File: src/rtl/lcd_tmg_pkg.sv
package lcd_tmg_pkg;
  localparam int DEF_ACTIVE_CYC = 960;
  localparam int DEF_BLANK_CYC  = 272;
  localparam int DEF_LINES      = 228;
  localparam int DEF_VISIBLE    = 160;
  localparam int DEF_CMP_W      = 8;

  typedef struct packed {
    logic act_end;   // last cycle of the active period
    logic line_end;  // last cycle of the line
  } dot_evt_t;
endpackage

File: src/rtl/lcd_dot_counter.sv
module lcd_dot_counter
  import lcd_tmg_pkg::*;
#(
  parameter int ACTIVE_CYC = DEF_ACTIVE_CYC,
  parameter int BLANK_CYC  = DEF_BLANK_CYC
) (
  input  logic     clk,
  input  logic     rst_n,
  output dot_evt_t evt
);
  localparam int LINE_CYC = ACTIVE_CYC + BLANK_CYC;
  localparam int DW = $clog2(LINE_CYC);
  localparam logic [DW-1:0] ACT_LAST  = DW'(ACTIVE_CYC - 1);
  localparam logic [DW-1:0] LINE_LAST = DW'(LINE_CYC - 1);

  logic [DW-1:0] dot_q;

  always_ff @(posedge clk or negedge rst_n) begin
    if (!rst_n)                 dot_q <= '0;
    else if (dot_q == LINE_LAST) dot_q <= '0;
    else                        dot_q <= dot_q + 1'b1;
  end

  assign evt.act_end  = (dot_q == ACT_LAST);
  assign evt.line_end = (dot_q == LINE_LAST);

  a_r3_dot_in_range: assert property (@(posedge clk) disable iff (!rst_n)
    dot_q <= LINE_LAST);
  a_r3_line_end_wraps: assert property (@(posedge clk) disable iff (!rst_n)
    evt.line_end |=> dot_q == '0);
endmodule

File: src/rtl/lcd_line_counter.sv
module lcd_line_counter
  import lcd_tmg_pkg::*;
#(
  parameter int LINES = DEF_LINES,
  parameter int LW    = $clog2(LINES)
) (
  input  logic          clk,
  input  logic          rst_n,
  input  dot_evt_t      evt,
  output logic [LW-1:0] line_q,
  output logic [LW-1:0] line_nxt
);
  localparam logic [LW-1:0] LAST = LW'(LINES - 1);

  assign line_nxt = (line_q == LAST) ? '0 : line_q + 1'b1;

  always_ff @(posedge clk or negedge rst_n) begin
    if (!rst_n)            line_q <= '0;
    else if (evt.line_end) line_q <= line_nxt;
  end

  a_r2_wrap_to_zero: assert property (@(posedge clk) disable iff (!rst_n)
    (evt.line_end && line_q == LAST) |=> line_q == '0);
  a_r2_hold_mid_line: assert property (@(posedge clk) disable iff (!rst_n)
    !evt.line_end |=> $stable(line_q));
endmodule

File: src/rtl/lcd_status_gen.sv
module lcd_status_gen
  import lcd_tmg_pkg::*;
#(
  parameter int LINES   = DEF_LINES,
  parameter int VISIBLE = DEF_VISIBLE,
  parameter int CMP_W   = DEF_CMP_W,
  parameter int LW      = $clog2(LINES)
) (
  input  logic             clk,
  input  logic             rst_n,
  input  dot_evt_t         evt,
  input  logic [LW-1:0]    line_q,
  input  logic [LW-1:0]    line_nxt,
  input  logic [CMP_W-1:0] line_cmp,
  input  logic             hblank_ie,
  input  logic             vblank_ie,
  input  logic             match_ie,
  output logic             hblank,
  output logic             vblank,
  output logic             match,
  output logic             hblank_irq,
  output logic             vblank_irq,
  output logic             match_irq,
  output logic             hblank_dma,
  output logic             vblank_dma,
  output logic             draw
);
  localparam int XW = (CMP_W > LW) ? CMP_W : LW;
  localparam logic [LW-1:0] VB_START = LW'(VISIBLE);
  localparam logic [LW-1:0] VB_CLEAR = LW'(LINES - 1);

  logic [XW-1:0] nxt_x, cmp_x;
  logic          hit;

  assign nxt_x = XW'(line_nxt);
  assign cmp_x = XW'(line_cmp);
  assign hit   = (nxt_x == cmp_x);

  always_ff @(posedge clk or negedge rst_n) begin
    if (!rst_n) begin
      hblank     <= 1'b0;
      vblank     <= 1'b0;
      match      <= 1'b0;
      hblank_irq <= 1'b0;
      vblank_irq <= 1'b0;
      match_irq  <= 1'b0;
      hblank_dma <= 1'b0;
      vblank_dma <= 1'b0;
      draw       <= 1'b0;
    end else begin
      hblank_irq <= 1'b0;
      vblank_irq <= 1'b0;
      match_irq  <= 1'b0;
      hblank_dma <= 1'b0;
      vblank_dma <= 1'b0;
      draw       <= 1'b0;
      if (evt.act_end) begin
        hblank     <= 1'b1;
        hblank_dma <= 1'b1;
        hblank_irq <= hblank_ie;
        draw       <= (line_q < VB_START);
      end
      if (evt.line_end) begin
        hblank    <= 1'b0;
        match     <= hit;
        match_irq <= hit && match_ie;
        if (line_nxt == VB_START) begin
          vblank     <= 1'b1;
          vblank_dma <= 1'b1;
          vblank_irq <= vblank_ie;
        end
        if (line_nxt == VB_CLEAR) vblank <= 1'b0;
      end
    end
  end

  a_r4_hblank_sets: assert property (@(posedge clk) disable iff (!rst_n)
    evt.act_end |=> hblank && hblank_dma);
  a_r3_hblank_clears: assert property (@(posedge clk) disable iff (!rst_n)
    evt.line_end |=> !hblank);
  a_r5_draw_visible: assert property (@(posedge clk) disable iff (!rst_n)
    draw |-> hblank && (line_q < VB_START));
  a_r6_irq_needs_flag: assert property (@(posedge clk) disable iff (!rst_n)
    match_irq |-> match);
  a_r7_vblank_rise: assert property (@(posedge clk) disable iff (!rst_n)
    $rose(vblank) |-> (line_q == VB_START) && vblank_dma);
  a_r8_vblank_fall: assert property (@(posedge clk) disable iff (!rst_n)
    $fell(vblank) |-> line_q == VB_CLEAR);
  a_r9_hdma_single: assert property (@(posedge clk) disable iff (!rst_n)
    hblank_dma |=> !hblank_dma);
  a_r9_vdma_single: assert property (@(posedge clk) disable iff (!rst_n)
    vblank_dma |=> !vblank_dma);
endmodule

File: src/rtl/lcd_line_timer.sv
module lcd_line_timer
  import lcd_tmg_pkg::*;
#(
  parameter int ACTIVE_CYC = DEF_ACTIVE_CYC,
  parameter int BLANK_CYC  = DEF_BLANK_CYC,
  parameter int LINES      = DEF_LINES,
  parameter int VISIBLE    = DEF_VISIBLE,
  parameter int CMP_W      = DEF_CMP_W,
  localparam int LW        = $clog2(LINES)
) (
  input  logic             clk,
  input  logic             rst_n,
  input  logic [CMP_W-1:0] line_cmp,
  input  logic             hblank_ie,
  input  logic             vblank_ie,
  input  logic             match_ie,
  output logic [LW-1:0]    line,
  output logic             hblank,
  output logic             vblank,
  output logic             match,
  output logic             hblank_irq,
  output logic             vblank_irq,
  output logic             match_irq,
  output logic             hblank_dma,
  output logic             vblank_dma,
  output logic             draw
);
  dot_evt_t      evt;
  logic [LW-1:0] line_nxt;

  lcd_dot_counter #(.ACTIVE_CYC(ACTIVE_CYC), .BLANK_CYC(BLANK_CYC)) u_dot (
    .clk(clk), .rst_n(rst_n), .evt(evt)
  );

  lcd_line_counter #(.LINES(LINES), .LW(LW)) u_line (
    .clk(clk), .rst_n(rst_n), .evt(evt), .line_q(line), .line_nxt(line_nxt)
  );

  lcd_status_gen #(.LINES(LINES), .VISIBLE(VISIBLE), .CMP_W(CMP_W), .LW(LW)) u_stat (
    .clk(clk), .rst_n(rst_n), .evt(evt), .line_q(line), .line_nxt(line_nxt),
    .line_cmp(line_cmp), .hblank_ie(hblank_ie), .vblank_ie(vblank_ie),
    .match_ie(match_ie), .hblank(hblank), .vblank(vblank), .match(match),
    .hblank_irq(hblank_irq), .vblank_irq(vblank_irq), .match_irq(match_irq),
    .hblank_dma(hblank_dma), .vblank_dma(vblank_dma), .draw(draw)
  );
endmodule

File: config.mk
export PLATFORM = sky130hd
export DESIGN_NAME = lcd_line_timer
export DESIGN_NICKNAME = d
export VERILOG_FILES = /design/src/rtl/lcd_tmg_pkg.sv /design/src/rtl/lcd_dot_counter.sv /design/src/rtl/lcd_line_counter.sv /design/src/rtl/lcd_status_gen.sv /design/src/rtl/lcd_line_timer.sv
export SDC_FILE = /design/constraint.sdc
export NUM_CORES = 1
export LEC_CHECK = 0
export BUFFER_PORTS_ARGS = -buffer_cell sky130_fd_sc_hd__buf_2
export CORE_MARGIN = 3
export CORE_UTILIZATION = 45
export CTS_BUF_LIST = sky130_fd_sc_hd__clkbuf_8
export DETAILED_ROUTE_END_ITERATION = 10
export PLACE_DENSITY_LB_ADDON = 0.05
export SYNTH_ARGS = -nofsm -noshare
export SYNTH_HDL_FRONTEND = slang
export SYNTH_SLANG_ARGS = --single-unit
File: constraint.sdc
create_clock -name clk -period 2.85 [get_ports clk]
set_clock_uncertainty 0.2 [all_clocks]
set_input_delay 0 -clock clk [delete_from_list [all_inputs] [get_ports clk]]
set_output_delay 0 -clock clk [all_outputs]
set_load 0.1 [all_outputs]
==> flow_summary.toml <==
[cells_and_area]
mostFrequentLayoutCell = "buf_2"
seq_area_um2 = 702
multi_input_comb_area_um2 = 961
fill_cells = 336
num_antenna_cells = 0
drive_gt1_share_pct = 19.4
final_cell_mix = "29 x buf_2, 27 x dfrtp_1, 19 x nor2_1"
syn_to_final_growth_pct = 19.1
fin_nets = 239

[yosys]
synth-edff-count = 0
syn-cell-area_um2 = 1730
synth_top_flop_cell = "dfrtp_1"
ys_seq_area_share_pct = 40.5
synthCells = 188
ys_async_sr_fraction_pct = 100
ys_warn_count = 0
syn_area_per_cell_um2 = 9.20
synth_cell_types = 48
syn_nets = 204
synth_seq_cells = 28

[global_route]
grt_overflow = 0
antenna_found_initial = 0
grt_max_degree = 29
grt_pass1_wl_mm = 6.87
grt.total_usage_pct = 19.3
grt_pass1_vias = 1443

[floorplanning]
die_w_um = 68.0
dieHeight_um = 68.0
core-area_um2 = 3520
fp-row-count = 21
initial_core_util_pct = 49.1
pin_count = 30
dieArea_um2 = 4630

[cts]
clockBufferDepth = 2
hold_buffers = 9
cts_tree = "yes"
cts.reportedPaths.clkPinSlew_ns = 0.10
insertion_delay_ns = 0.27
numCtsBuffers = 3
cts_setup_buffers = 0
htreeDepth = 1
cts.sinks = 28
post_cts_resized = 0
root_buffer = "clkbuf_8"

[drt]
viasPerCell = 5.83
dr.pass1.iters = 4
vias = 1563
dr.first_iter.drc_count = 137
wl_per_cell_um = 15.2
detail-route-antenna-nets = 0
drt-total-wl_mm = 4.07
drc = 0

[critical_path]
cp-start-kind = "flop"
path_depth = 6
required_ns = 2.82
slowest_delay_ns = 0.54
worstReg2RegEnd = "u_stat.vblank"
path_max_fanout = 15
r2r_slack_ns = 0.14
worstSetupPathType = "flop to flop"
cp_top_family = "compound AO/OA/AOI/OAI gates"
crit_chain = "ha_1 -> a41oi_1 -> a41o_1 -> a2111oi_0 -> nand4bb_1 -> a21o_1"
cp-end-kind = "flop"
crit-reg2reg-launch = "u_line.line_q[0]"
slowest_stage = "dfrtp_1"
crit_buf_inv = 0
worstPathArrival_ns = 2.68
rr_worst_depth = 6

[run]
max-cap-violations = 0

[timing]
rsz0062_at_grt = "no"
period_share_pct = 95.1
report.final.slew_viol_count = 0
fin_tns_setup_ns = 0
worst_slack_ns = 0.140
setup_viol = 0
worst_slew_pin_slew_ns = 0.630
hold_violations = 0
fin_crit_ns = 2.71
hold-worst-slack_ns = 0.0206
fmax_mhz = 369
maxSlewHeadroom_pct = 56.9

[placement]
port_buffers = 29
dpl_worst_slack_ns = 0.244
place_hpwl_mm = 2.97
gp_congestion = 0.842

[min_path]
holdPathEnd = "u_stat.match_irq"
hp-start = "line_cmp[0]"
hp-class = "input port to flop"
worstHoldPathCells = 6

[pwr]
vdd_drop_max_mv = 0.215
leakage_nw = 0.955
power_density_nw_per_um2 = 365

[run_status]
outcome = "completed"
[worst max-delay path by stage]
| stage | start | end | slack [ns] |
|---|---|---|---|
| 5_1_grt | u_line.line_q[0] | u_stat.vblank | 0.004 |
| 3_5_place_dp | u_line.line_q[0] | u_stat.vblank | 0.24 |
| 4_1_cts | u_line.line_q[0] | u_stat.vblank | 0.23 |
| 3_3_place_gp | u_line.line_q[0] | u_stat.vblank_irq | 0.44 |
| 6_report | u_line.line_q[0] | u_stat.vblank | 0.14 |
| 2_1_floorplan | u_line.line_q[0] | u_stat.match_irq | 0.08 |
[stage by stage]
step           utilization (%)  total power [mW]  cells  area (um^2)
2_1_floorplan                -             0.416    188         1730
3_3_place_gp              53.9             0.437    255         1900
3_5_place_dp              53.9             0.437    255         1900
4_1_cts                   58.5             0.764    268         2060
5_1_grt                   58.5             0.789    268         2060
6_report                  58.5             0.752    268         2060
[registers in the layout (all words and copies together) (netlist names)]
name and cells:
u_stat.hblank_irq 1, u_stat.match 1, u_stat.vblank_dma 1, u_stat.hblank 1, u_stat.hblank_dma 1, u_stat.vblank 1
u_stat.match_irq 1, u_stat.draw 1, u_line.line_q 8, u_stat.vblank_irq 1, u_dot.dot_q 11
[cells by family after synthesis]
| logic type | count (synthesis) | synth area share [%] |
|---|---|---|
| AO/OA/AOI/OAI | 42 | 18.2 |
| XOR/XNOR | 16 | 8.10 |
| adder cells (fa/ha/maj) | 3 | 2.17 |
| buffers and inverters | 16 | 3.98 |
| flip-flops | 28 | 40.5 |
| multiplexers | 1 | 0.578 |
| AND/OR/NAND/NOR | 82 | 26.5 |
[worst reg2reg max path: cells and delay by family (launching register included)]
| kind | cells | cell delay (ns) |
|---|---|---|
| simple gates | 1 | 0.17 |
| compound gates | 4 | 1.17 |
| flops | 1 | 0.54 |
| fa+ha+maj | 1 | 0.53 |
[final cells by class]
| cell class | count | area share [%] |
|---|---|---|
| clock buffer | 3 | 2.00 |
| clock inverter | 1 | 1.46 |
| inverter | 7 | 1.28 |
| multi-input combinational | 144 | 46.6 |
| sequential | 28 | 34.1 |
| tap | 46 | 2.79 |
| timing repair buffer | 39 | 11.8 |
[per-layer routing]
metal,up-vias,global-route usage (%),wire [um]
met3,6,4.11,391
met5,-,0,0
met1,736,28.5,1890
met2,65,28.2,1750
met4,0,5.71,40
li1,756,-,-
[Yosys cell counts, drive strengths merged (2+ instances only)]
| library cell | number | area (um^2) |
|---|---|---|
| nor3 | 3 | 15.0 |
| nand2b | 3 | 18.8 |
| and3 | 4 | 25.0 |
| or3 | 3 | 23.8 |
| dfrtp | 28 | 701 |
| nand4 | 4 | 25.0 |
| and2 | 7 | 43.8 |
| a211oi | 2 | 15.0 |
| a21o | 4 | 30.0 |
| nand3 | 9 | 45.0 |
| buf | 2 | 16.3 |
| nor2 | 19 | 71.3 |
| xnor2 | 6 | 52.6 |
| clkbuf | 7 | 26.3 |
| ha | 3 | 37.5 |
| a21oi | 7 | 35.0 |
| nand2 | 16 | 60.1 |
| nor4 | 3 | 25.0 |
| a2bb2oi | 3 | 26.3 |
| o21ai | 11 | 55.1 |
| inv | 7 | 26.3 |
| o2111ai | 3 | 26.3 |
| nand4b | 2 | 17.5 |
| xor2 | 10 | 87.6 |
| a2111oi | 4 | 60.1 |
| and4 | 2 | 17.5 |
[power by group]
group | leakage (nW) | internal (mW) | switching [mW]
clock network | 0.0357 | 0.188 | 0.125
logic | 0.549 | 0.0199 | 0.0214
registers | 0.370 | 0.397 | 0
total | 0.955 | 0.605 | 0.147
No activity file was read; power rests on OpenSTA's default activity.
